### config.mk
export PLATFORM = sky130hd
export DESIGN_NAME = twi_regbank16
export DESIGN_NICKNAME = d
export VERILOG_FILES = /design/src/rtl/twi_pkg.sv /design/src/rtl/twi_line_sync.sv /design/src/rtl/twi_byte_engine.sv /design/src/rtl/twi_word_bank.sv /design/src/rtl/twi_regbank16.sv
export SDC_FILE = /design/constraint.sdc
export NUM_CORES = 1
export LEC_CHECK = 0
export BUFFER_PORTS_ARGS = -buffer_cell sky130_fd_sc_hd__buf_2
export CAP_MARGIN = 15
export CORE_MARGIN = 2
export CORE_UTILIZATION = 40
export DETAILED_ROUTE_END_ITERATION = 16
export MAX_ROUTING_LAYER = met4
export SLEW_MARGIN = 20
export SYNTH_ARGS = -nofsm -noshare
export SYNTH_HDL_FRONTEND = slang
export SYNTH_SLANG_ARGS = --single-unit
### constraint.sdc
create_clock -name clk -period 3.7 [get_ports clk]
set_input_delay 0.185 -clock clk [delete_from_list [all_inputs] [get_ports clk]]
set_output_delay 0.185 -clock clk [all_outputs]
set_load 0.01 [all_outputs]
### src/rtl/twi_pkg.sv
`timescale 1ns/1ps
package twi_pkg;
   typedef enum logic [2:0] {
      ST_IDLE,   // waiting for a start
      ST_RXB,    // shifting in a byte (address or data)
      ST_ACK,    // slave holds acknowledge slot
      ST_TXB,    // shifting out a read byte
      ST_MACK,   // master acknowledge slot
      ST_SKIP    // not addressed, wait for start/stop
   } twi_state_e;

   localparam int BYTE_W = 8;
   localparam int PTR_W  = 8;
endpackage

### src/rtl/twi_line_sync.sv
`timescale 1ns/1ps
module twi_line_sync #(
   parameter int STAGES = 2
) (
   input  logic clk,
   input  logic rst_n,
   input  logic scl_i,
   input  logic sda_i,
   output logic scl_o,
   output logic sda_o,
   output logic start_o,
   output logic stop_o,
   output logic rise_o,
   output logic fall_o
);
   if (STAGES < 2) begin : g_bad_stages
      $error("twi_line_sync: STAGES must be at least 2");
   end

   logic [STAGES-1:0] scl_ff, sda_ff;
   logic scl_d, sda_d;

   for (genvar g = 0; g < STAGES; g++) begin : g_stage
      if (g == 0) begin : g_first
         always_ff @(posedge clk or negedge rst_n) begin
            if (!rst_n) begin
               scl_ff[0] <= 1'b1;
               sda_ff[0] <= 1'b1;
            end else begin
               scl_ff[0] <= scl_i;
               sda_ff[0] <= sda_i;
            end
         end
      end else begin : g_next
         always_ff @(posedge clk or negedge rst_n) begin
            if (!rst_n) begin
               scl_ff[g] <= 1'b1;
               sda_ff[g] <= 1'b1;
            end else begin
               scl_ff[g] <= scl_ff[g-1];
               sda_ff[g] <= sda_ff[g-1];
            end
         end
      end
   end

   always_ff @(posedge clk or negedge rst_n) begin
      if (!rst_n) begin
         scl_d <= 1'b1;
         sda_d <= 1'b1;
      end else begin
         scl_d <= scl_ff[STAGES-1];
         sda_d <= sda_ff[STAGES-1];
      end
   end

   assign scl_o   = scl_ff[STAGES-1];
   assign sda_o   = sda_ff[STAGES-1];
   assign start_o = scl_o & scl_d & sda_d & ~sda_o;
   assign stop_o  = scl_o & scl_d & ~sda_d & sda_o;
   assign rise_o  = scl_o & ~scl_d;
   assign fall_o  = ~scl_o & scl_d;
endmodule

### src/rtl/twi_byte_engine.sv
`timescale 1ns/1ps
module twi_byte_engine
   import twi_pkg::*;
#(
   parameter logic [6:0] DEV_ADDR = 7'h5D
) (
   input  logic              clk,
   input  logic              rst_n,
   input  logic              scl_s_i,
   input  logic              sda_s_i,
   input  logic              start_i,
   input  logic              stop_i,
   input  logic              rise_i,
   input  logic              fall_i,
   input  logic [BYTE_W-1:0] tx_byte_i,
   output logic              sda_oe_o,
   output logic [BYTE_W-1:0] rx_byte_o,
   output logic              ptr_stb_o,
   output logic              data_stb_o,
   output logic              rd_stb_o,
   output logic              abort_o
);
   localparam logic [3:0] LAST_BIT = 4'(BYTE_W);

   twi_state_e        state;
   logic [3:0]        cnt;
   logic [BYTE_W-1:0] sh;
   logic              addr_phase, rd_dir, first_data;

   always_ff @(posedge clk or negedge rst_n) begin
      if (!rst_n) begin
         state      <= ST_IDLE;
         cnt        <= '0;
         sh         <= '0;
         addr_phase <= 1'b0;
         rd_dir     <= 1'b0;
         first_data <= 1'b0;
         sda_oe_o   <= 1'b0;
         rx_byte_o  <= '0;
         ptr_stb_o  <= 1'b0;
         data_stb_o <= 1'b0;
         rd_stb_o   <= 1'b0;
         abort_o    <= 1'b0;
      end else begin
         ptr_stb_o  <= 1'b0;
         data_stb_o <= 1'b0;
         rd_stb_o   <= 1'b0;
         abort_o    <= 1'b0;
         if (start_i) begin
            state      <= ST_RXB;
            addr_phase <= 1'b1;
            cnt        <= '0;
            sda_oe_o   <= 1'b0;
            abort_o    <= 1'b1;
         end else if (stop_i) begin
            state    <= ST_IDLE;
            sda_oe_o <= 1'b0;
            abort_o  <= 1'b1;
         end else begin
            unique case (state)
               ST_RXB: begin
                  if (rise_i && cnt < LAST_BIT) begin
                     sh  <= {sh[BYTE_W-2:0], sda_s_i};
                     cnt <= cnt + 4'd1;
                  end
                  if (fall_i && cnt == LAST_BIT) begin
                     if (addr_phase) begin
                        addr_phase <= 1'b0;
                        if (sh[BYTE_W-1:1] == DEV_ADDR) begin
                           sda_oe_o   <= 1'b1;
                           rd_dir     <= sh[0];
                           first_data <= 1'b1;
                           state      <= ST_ACK;
                        end else begin
                           state <= ST_SKIP;
                        end
                     end else begin
                        sda_oe_o  <= 1'b1;
                        rx_byte_o <= sh;
                        state     <= ST_ACK;
                        if (first_data) begin
                           ptr_stb_o  <= 1'b1;
                           first_data <= 1'b0;
                        end else begin
                           data_stb_o <= 1'b1;
                        end
                     end
                  end
               end
               ST_ACK: begin
                  if (fall_i) begin
                     cnt <= '0;
                     if (rd_dir) begin
                        sh       <= tx_byte_i;
                        sda_oe_o <= ~tx_byte_i[BYTE_W-1];
                        state    <= ST_TXB;
                     end else begin
                        sda_oe_o <= 1'b0;
                        state    <= ST_RXB;
                     end
                  end
               end
               ST_TXB: begin
                  if (rise_i) cnt <= cnt + 4'd1;
                  if (fall_i) begin
                     if (cnt == LAST_BIT) begin
                        sda_oe_o <= 1'b0;
                        state    <= ST_MACK;
                     end else begin
                        sh       <= {sh[BYTE_W-2:0], 1'b0};
                        sda_oe_o <= ~sh[BYTE_W-2];
                     end
                  end
               end
               ST_MACK: begin
                  if (rise_i) begin
                     rd_stb_o <= 1'b1;
                     if (sda_s_i) state <= ST_SKIP;
                  end
                  if (fall_i) begin
                     cnt      <= '0;
                     sh       <= tx_byte_i;
                     sda_oe_o <= ~tx_byte_i[BYTE_W-1];
                     state    <= ST_TXB;
                  end
               end
               default: ;
            endcase
         end
      end
   end

   AST_SDA_SCL_LOW: assert property (@(posedge clk) disable iff (!rst_n)
      !$stable(sda_oe_o) |-> !scl_s_i);
   AST_BIT_COUNT_RANGE: assert property (@(posedge clk) disable iff (!rst_n)
      cnt <= LAST_BIT);
   AST_QUIET_WHEN_SKIP: assert property (@(posedge clk) disable iff (!rst_n)
      (state == ST_SKIP && $past(state) == ST_SKIP) |-> !sda_oe_o);
endmodule

### src/rtl/twi_word_bank.sv
`timescale 1ns/1ps
module twi_word_bank
   import twi_pkg::*;
#(
   parameter int NUM_REGS   = 16,
   parameter int DATA_W     = 16,
   parameter int LOW_PORT   = 128,
   parameter bit RESET_REGS = 1'b1
) (
   input  logic              clk,
   input  logic              rst_n,
   input  logic [BYTE_W-1:0] rx_byte_i,
   input  logic              ptr_stb_i,
   input  logic              data_stb_i,
   input  logic              rd_stb_i,
   input  logic              abort_i,
   output logic [BYTE_W-1:0] tx_byte_o
);
   localparam int IDX_W = $clog2(NUM_REGS);
   localparam logic [PTR_W-1:0] LOW_PTR = PTR_W'(LOW_PORT);

   if (DATA_W != 2 * BYTE_W) begin : g_bad_width
      $error("twi_word_bank: DATA_W must be two bytes");
   end
   if (NUM_REGS < 2 || NUM_REGS > LOW_PORT) begin : g_bad_depth
      $error("twi_word_bank: NUM_REGS must lie between 2 and LOW_PORT");
   end

   logic [DATA_W-1:0] regs [NUM_REGS];
   logic [PTR_W-1:0]  ptr, pend_a;
   logic              phase, pend_v;
   logic [BYTE_W-1:0] hi_buf, lo_port;
   logic              in_range, pend_in, at_low, wr_en;
   logic [IDX_W-1:0]  wr_idx;
   logic [DATA_W-1:0] cur_word, wr_val;

   assign in_range = int'(ptr) < NUM_REGS;
   assign pend_in  = int'(pend_a) < NUM_REGS;
   assign at_low   = (ptr == LOW_PTR);
   assign cur_word = in_range ? regs[ptr[IDX_W-1:0]] : '0;
   assign tx_byte_o = at_low ? lo_port :
                      (phase ? cur_word[BYTE_W-1:0] : cur_word[DATA_W-1:BYTE_W]);

   always_comb begin
      wr_en  = 1'b0;
      wr_idx = ptr[IDX_W-1:0];
      wr_val = {hi_buf, rx_byte_i};
      if (data_stb_i) begin
         if (at_low) begin
            if (pend_v && pend_in) begin
               wr_en  = 1'b1;
               wr_idx = pend_a[IDX_W-1:0];
            end
         end else if (phase && in_range) begin
            wr_en = 1'b1;
         end
      end
   end

   if (RESET_REGS) begin : g_rst_store
      always_ff @(posedge clk or negedge rst_n) begin
         if (!rst_n) begin
            for (int i = 0; i < NUM_REGS; i++) regs[i] <= '0;
         end else if (wr_en) begin
            regs[wr_idx] <= wr_val;
         end
      end
   end else begin : g_plain_store
      always_ff @(posedge clk) begin
         if (wr_en) regs[wr_idx] <= wr_val;
      end
   end

   always_ff @(posedge clk or negedge rst_n) begin
      if (!rst_n) begin
         ptr     <= '0;
         phase   <= 1'b0;
         hi_buf  <= '0;
         pend_v  <= 1'b0;
         pend_a  <= '0;
         lo_port <= '0;
      end else if (abort_i) begin
         phase <= 1'b0;
      end else if (ptr_stb_i) begin
         ptr   <= rx_byte_i;
         phase <= 1'b0;
      end else if (data_stb_i) begin
         if (at_low) begin
            pend_v <= 1'b0;
         end else if (!phase) begin
            hi_buf <= rx_byte_i;
            pend_v <= 1'b1;
            pend_a <= ptr;
            phase  <= 1'b1;
         end else begin
            phase  <= 1'b0;
            ptr    <= ptr + 1'b1;
            pend_v <= 1'b0;
         end
      end else if (rd_stb_i && !at_low) begin
         if (!phase) begin
            lo_port <= cur_word[BYTE_W-1:0];
            phase   <= 1'b1;
         end else begin
            phase <= 1'b0;
            ptr   <= ptr + 1'b1;
         end
      end
   end

   AST_PTR_STEP: assert property (@(posedge clk) disable iff (!rst_n)
      (!$past(ptr_stb_i) && !$stable(ptr)) |-> ptr == $past(ptr) + 1'b1);
   AST_STROBE_EXCL: assert property (@(posedge clk) disable iff (!rst_n)
      $onehot0({ptr_stb_i, data_stb_i, rd_stb_i, abort_i}));
   AST_LOW_PORT_HOLD: assert property (@(posedge clk) disable iff (!rst_n)
      ($past(data_stb_i || rd_stb_i) && $past(ptr) == LOW_PTR) |-> ptr == LOW_PTR);
endmodule

### src/rtl/twi_regbank16.sv
`timescale 1ns/1ps
module twi_regbank16
   import twi_pkg::*;
#(
   parameter logic [6:0] DEV_ADDR    = 7'h5D,
   parameter int         NUM_REGS    = 16,
   parameter int         LOW_PORT    = 128,
   parameter int         SYNC_STAGES = 2,
   parameter bit         RESET_REGS  = 1'b1
) (
   input  logic clk,
   input  logic rst_n,
   input  logic scl_i,
   input  logic sda_i,
   output logic sda_oe_o
);
   localparam int WORD_W = 2 * BYTE_W;

   if (LOW_PORT < 1 || LOW_PORT > 255) begin : g_bad_port
      $error("twi_regbank16: LOW_PORT must fit the 8-bit pointer");
   end

   logic scl_s, sda_s, start_e, stop_e, rise_e, fall_e;
   logic [BYTE_W-1:0] rx_byte, tx_byte;
   logic ptr_stb, data_stb, rd_stb, abort;

   twi_line_sync #(.STAGES(SYNC_STAGES)) u_sync (
      .clk(clk), .rst_n(rst_n), .scl_i(scl_i), .sda_i(sda_i),
      .scl_o(scl_s), .sda_o(sda_s), .start_o(start_e), .stop_o(stop_e),
      .rise_o(rise_e), .fall_o(fall_e)
   );

   twi_byte_engine #(.DEV_ADDR(DEV_ADDR)) u_engine (
      .clk(clk), .rst_n(rst_n), .scl_s_i(scl_s), .sda_s_i(sda_s),
      .start_i(start_e), .stop_i(stop_e), .rise_i(rise_e), .fall_i(fall_e),
      .tx_byte_i(tx_byte), .sda_oe_o(sda_oe_o), .rx_byte_o(rx_byte),
      .ptr_stb_o(ptr_stb), .data_stb_o(data_stb), .rd_stb_o(rd_stb),
      .abort_o(abort)
   );

   twi_word_bank #(
      .NUM_REGS(NUM_REGS), .DATA_W(WORD_W), .LOW_PORT(LOW_PORT),
      .RESET_REGS(RESET_REGS)
   ) u_bank (
      .clk(clk), .rst_n(rst_n), .rx_byte_i(rx_byte), .ptr_stb_i(ptr_stb),
      .data_stb_i(data_stb), .rd_stb_i(rd_stb), .abort_i(abort),
      .tx_byte_o(tx_byte)
   );
endmodule

# [Word-level counts from Yosys, hierarchy flattened]
# Cells that the tools add are included.
[word_totals] ff_bits=327 latch_bits=0 ramBits=0 mem_bits_ro=0 inputBits=4 out_inout_bits=1 word_cells=215 memories=0
[op_classes] add_sub_neg=2 n_mul=0 div_mod_pow=0 order_cmp=6 eq_ne=28 shift=0 mux=88 n_bitwise=23 n_reduce_logical=28
[op_table] op="$bwmux W256" n=1
[op_table] op="$mux W8" n=13
[op_table] op="$bmux W16 S4" n=1
[op_table] op="$demux W16 S4" n=1
[op_table] op="$mux W16" n=4
[op_table] op="$mux W1" n=44
[op_table] op="$mux W3" n=11
[op_table] op="$mux W4" n=8
[op_table] op="$pmux W8 S4" n=1
[op_table] op="$reduce_and A5 Y1" n=5
[op_table] op="$ne A4 B3 Y1 const B" n=5
[op_table] op="$lt A8 B5 Y1 const B" n=2
[op_table] op="$not A1 Y1" n=14
[op_table] op="$pmux W3 S4" n=1
[op_table] op="$pmux W4 S3" n=1
[op_table] op="$reduce_and A6 Y1" n=2
[op_table] op="$reduce_bool A4 Y1" n=3
[op_table] op="$ge A5 B5 Y1 const B" n=2
[op_table] op="$ne A2 B1 Y1 const B" n=5
[op_table] op="$not A4 Y5" n=2
[op_table] op="$reduce_and A3 Y1" n=3
[op_table] op="$reduce_and A9 Y1" n=1
[op_table] op="$add A8 B1 Y8 const B" n=1
[op_table] op="$eq A8 B8 Y1 const B" n=1
[op_table] op="other kinds (27)" n=43

# [Longest topological paths before layout]
[depth] ltp_word=13 mapped_depth=14 depth_no_buf=8

# [Cells and area by module]
# A second synthesis with hierarchy kept.
[unflattened] hier_cells=1181 area_unflattened_um2=15849.0
[by_module_without_submodules] module="twi_word_bank" n_inst=1 cells_each=1013 area_per_inst_um2=13885.8 seq_area_each_um2=7257.0
[by_module_without_submodules] module="twi_byte_engine" n_inst=1 cells_each=158 area_per_inst_um2=1773.0 seq_area_each_um2=775.7
[by_module_without_submodules] module="twi_line_sync" n_inst=1 cells_each=10 area_per_inst_um2=190.2 seq_area_each_um2=157.7

# [Least setup slack after synthesis]
# OpenSTA, ideal clock, no wires.
[synth_path] path_type="register -> register" start="register u_bank.ptr[0]" end="register u_bank.regs[93] (netlist bit)" setup_ns=0.128 arrival_time_ns=3.645 required_ns=3.572 setup_slack_ns=-0.072 path_stages_with_launch=15 path_buffers=6 synth_period_minus_slack_ns=3.772 path_cell_list="dfrtp_1 buf_2 buf_2 inv_1 clkbuf_1 ha_1 nor4bb_4 and4_1 mux2_2 or3b_1 buf_2 or3_1 buf_6 buf_6 mux2_1"
[synth_via] elab_chain_cells=9 word_cells_on_any_way=16 cone_classes="3 x order compare; 1 x eq/ne; 9 x mux; 1 x bitwise; 2 x reduce/logical"
[synth_lines] item="start: declaration" line_no="twi_word_bank.sv:30" text="logic [PTR_W-1:0] ptr, pend_a;"
[synth_lines] item="start signal: assignment" line_no="twi_word_bank.sv:85" text="ptr <= rx_byte_i;"
[synth_lines] item="start signal: assignment" line_no="twi_word_bank.sv:97" text="ptr <= ptr + 1'b1;"
[synth_lines] item="start signal: assignment" line_no="twi_word_bank.sv:106" text="ptr <= ptr + 1'b1;"
[synth_lines] item="$eq A8 B8 Y1 / $mux W4 (equally long branches)" line_no="twi_word_bank.sv:39, twi_word_bank.sv:50"
[synth_lines] item="$mux W4" line_no="twi_word_bank.sv:49" text="if (at_low) begin"
[synth_lines] item="$mux W4" line_no="twi_word_bank.sv:48" text="if (data_stb_i) begin"
[synth_lines] item="$not A4 Y5 (not written as such)" line_no="twi_word_bank.sv:65" text="regs[wr_idx] <= wr_val;"
[synth_lines] item="$ge A5 B5 Y1 (not written as such) / $lt A5 B1 Y1 (equally long branches)" line_no="twi_word_bank.sv:65"
[synth_lines] item="$logic_and A1 B1 Y1 (not written as such)" line_no="twi_word_bank.sv:65"
[synth_lines] item="$mux W16 (not written as such)" line_no="twi_word_bank.sv:65"
[synth_lines] item="$demux W16 S4" line_no="twi_word_bank.sv:65"
[synth_lines] item="$bwmux W256" line_no="twi_word_bank.sv:65"
[synth_lines] item="end signal: indexed assignment" line_no="twi_word_bank.sv:65"
[synth_lines] item="end: declaration" line_no="twi_word_bank.sv:29" text="logic [DATA_W-1:0] regs [NUM_REGS];"
# Several ways; a longest one is shown, not always the timed one.
# A chain may end at the register's enable or synchronous reset.

# [Final worst setup path]
[layout_path] start="register u_bank.ptr[0]" end="register u_bank.regs[16] (netlist bit)"
# Same word-level chain as after synthesis.

==> results.toml <==
[sta]
final-setup-viol-count = 0
max_slew_margin_pct = 30.9
finalClockSkew_ps = 14.8
grt_setup_unrepaired = "false"
fmax_mhz = 301
hold_viol_final = 0
tightestPinTransition_ps = 1040
min_period_over_period_pct = 89.9
slew_viol_final = 0
finalSetupTns_ps = 0
min_period_ps = 3320

[power_and_ir_drop]
power_w = 0.00843
pwr_density_cell_nw_per_um2 = 491
switching_share_pct = 25.9
internal_power_w = 0.00624
combPwrFrac_pct = 11.5
seqPwrFrac_pct = 45.4
power_leakage_nw = 8.03
switching_power_w = 0.00219
clkPwrFrac_pct = 43.1
irDropWorstVdd_mv = 0.288

[detailed_routing]
via_per_inst = 5.55
vias = 9052
drt_iter0_drc = 568
drt_first_pass_iters = 5
avgRoutedWirePerCell_um = 22.0
ant_nets = 0
drc = 0
wirelength_mm = 35.8

[cells_and_area]
multi_input_area_um2 = 6710
regArea_um2 = 8200
fillCellCount = 3448
final_layout_size_suffix_gt1_share_pct = 41.7
layout.nets = 1100
syn_to_final_growth_pct = 12.4

[worst_setup_path]
arrival_ps = 3730
worstPathRequired_ps = 4100
cp-end-kind = "register"
critPathKind = "reg2reg"
worstSetupStartpointType = "register"
ff2ff_path_depth = 8
critical_path_peak_fanout = 16

[synthesis]
synth.area.mux_share_pct = 32.8
synth_xor_area_share_pct = 0.115
synth-compound-area-share_pct = 5.26
ys_ff_latch = 327
synthTopCellsByArea = "dfrtp_1, mux2_2, mux4_2"
synth_top_area_share_pct = 52.5
yosys.area_share.adder_pct = 0.327
ys_warn_count = 0
yosys.area_share.simple_pct = 5.24
synth_cells = 1099
synthesis.nets = 1107
synth_top_area_cell = "dfrtp_1"
synth_edf_count = 0
syn_area_per_cell_um2 = 13.9
async_reset_ff_share_pct = 100
ys.flop_type = "dfrtp_1"
ys_seq_area_share_pct = 53.6
synth_area_um2 = 15300
synth_top_family_by_area = "multiplexers"
yosysUniqueCellTypes = 64

[global_routing]
grt_pass1_wl_mm = 56.9
globalRouteOverflowTotal = 0
grt_max_degree = 121
antenna_found_initial = 1
busiest_layer = "met2"
use_met2_pct = 30.9
grt_use_met1_pct = 26.4
met3_usage_pct = 2.73
grt_pass1_vias = 9271
grtUsageTotal_pct = 19.5

[clock_tree]
clock_path_buffers = 3
h-tree-depth = 2
cts_tree = "yes"
cts_buffers = 37
cts-resized-gates = 0
clkLatencyLatePin_ps = 530
cts.sinks = 327
clk_pin_slew_ps = 60
cts_root_buf = "clkbuf_16"

[placed_design]
hpwlAfterDp_mm = 21.6
port_buffers = 4
gp_congestion = 0.795

[status]
status = "complete, no violations"

[floorplan]
dieArea_um2 = 39800
pin_count = 5
die_x_um = 199
dieHeight_um = 199
rows = 71
core_um2 = 37700
initial_utilization_pct = 40.6

[run]
drv_cap = 0

[worst_hold_path]
hold_path_class = "in2async"
## path summary, 6_finish.rpt
check | from | endpoint | slack [ps]
worst max-delay path | u_bank.ptr[0] | u_bank.regs[16] | 380
worst min-delay path | rst_n | u_bank.regs[68] | 280
worst max register to register | u_bank.ptr[0] | u_bank.regs[16] | 380
worst min register to register | u_sync.scl_ff[0] | u_sync.scl_o | 360
max in group asynchronous | rst_n | u_bank.regs[133] | 2400
min in group clk | scl_i | u_sync.scl_ff[0] | 310
## power groups by stage
stage | Clock, W | Sequential [W] | Combinational [W]
finish | 0.00363 | 0.00383 | 0.000972
global route | 0.00388 | 0.00384 | 0.00108
CTS | 0.00374 | 0.00382 | 0.000984
detailed placement | 0 | 0.00389 | 0.000979
global placement | 0 | 0.00388 | 0.000971
floorplan | 0 | 0.00380 | 0.000747
## layer usage
metal	vias up	share of wire (%)
met2	145	48
met3	52	3.5
met4	0	2.2
li1	4035	-
met5	-	0
met1	4820	46
## final cells by class
class,instances,share of cell area [%]
sequential,327,47.7
multi-input combinational,675,39.1
clock buffer,54,6.36
tap,511,3.72
timing repair buffer,39,2.19
clock inverter,12,0.663
inverter,12,0.262
antenna,1,0.0146
## sequential cells by signal, indices dropped and copies added, names as in the netlist, 3 cells and up
register,count
u_bank.lo_port,8
u_engine.cnt,4
u_engine.state,3
u_engine.sh,8
u_bank.pend_a,8
u_bank.hi_buf,8
u_bank.regs,256
u_bank.ptr,8
u_engine.rx_byte_o,8
## repair_timing
| action | CTS | global route |
|---|---|---|
| setup buffers | 0 | 0 |
| endpoints found under the hold margin | 112 | 0 |
| hold buffers | 3 | 0 |
## stage by stage
step,setup slack [ps],hold WS (ps),util [%],instance area (µm²),cells
2_1_floorplan,69.3,-111,-,15300,1099
3_3_place_gp,401,294,42.3,15900,1561
6_report,375,282,45.6,17200,1631
4_1_cts,361,294,45.6,17200,1630
5_1_grt,195,302,45.6,17200,1631
3_5_place_dp,391,292,42.3,15900,1561
## cells in the final DEF (no fill, tap or decap), types with 7 or more instances in the layout
| master | n |
|---|---|
| a22oi_1 | 7 |
| a21oi_1 | 46 |
| mux4_2 | 64 |
| clkinv_2 | 9 |
| mux2i_1 | 23 |
| nand3_1 | 8 |
| nand2_1 | 53 |
| mux2_4 | 9 |
| buf_4 | 26 |
| clkbuf_1 | 9 |
| nand2b_1 | 8 |
| and2_1 | 7 |
| mux2_1 | 11 |
| mux2_2 | 274 |
| inv_1 | 11 |
| nor2_1 | 34 |
| o21ai_0 | 31 |
| clkbuf_16 | 39 |
| dfrtp_1 | 318 |
| o31ai_1 | 14 |
## worst max-delay path, stage by stage, from the launching register on
cell and delay [ps]:
dfrtp_4 490, inv_1 80, ha_1 140, nor4bb_4 330, and4_1 290, mux2_2 370, o21ba_2 270, and2_1 800
mux2_2 420
## cells by family after synthesis
family,Yosys count
flip-flops,327
buffers and inverters,97
AND/OR/NAND/NOR,157
XOR/XNOR,2
adder cells (fa/ha/maj),4
multiplexers,381
AO/OA/AOI/OAI,131
## cells in the mapped netlist (13+ instances only)
cell and number:
dfrtp_1 321, mux2_2 274, mux4_2 64, nand2_1 53, clkbuf_1 48, a21oi_1 46, nor2_1 35, o21ai_0 31
mux2i_1 23, buf_2 22, o31ai_1 14, buf_1 13
Note: power is estimated with default switching activity, not from simulation.
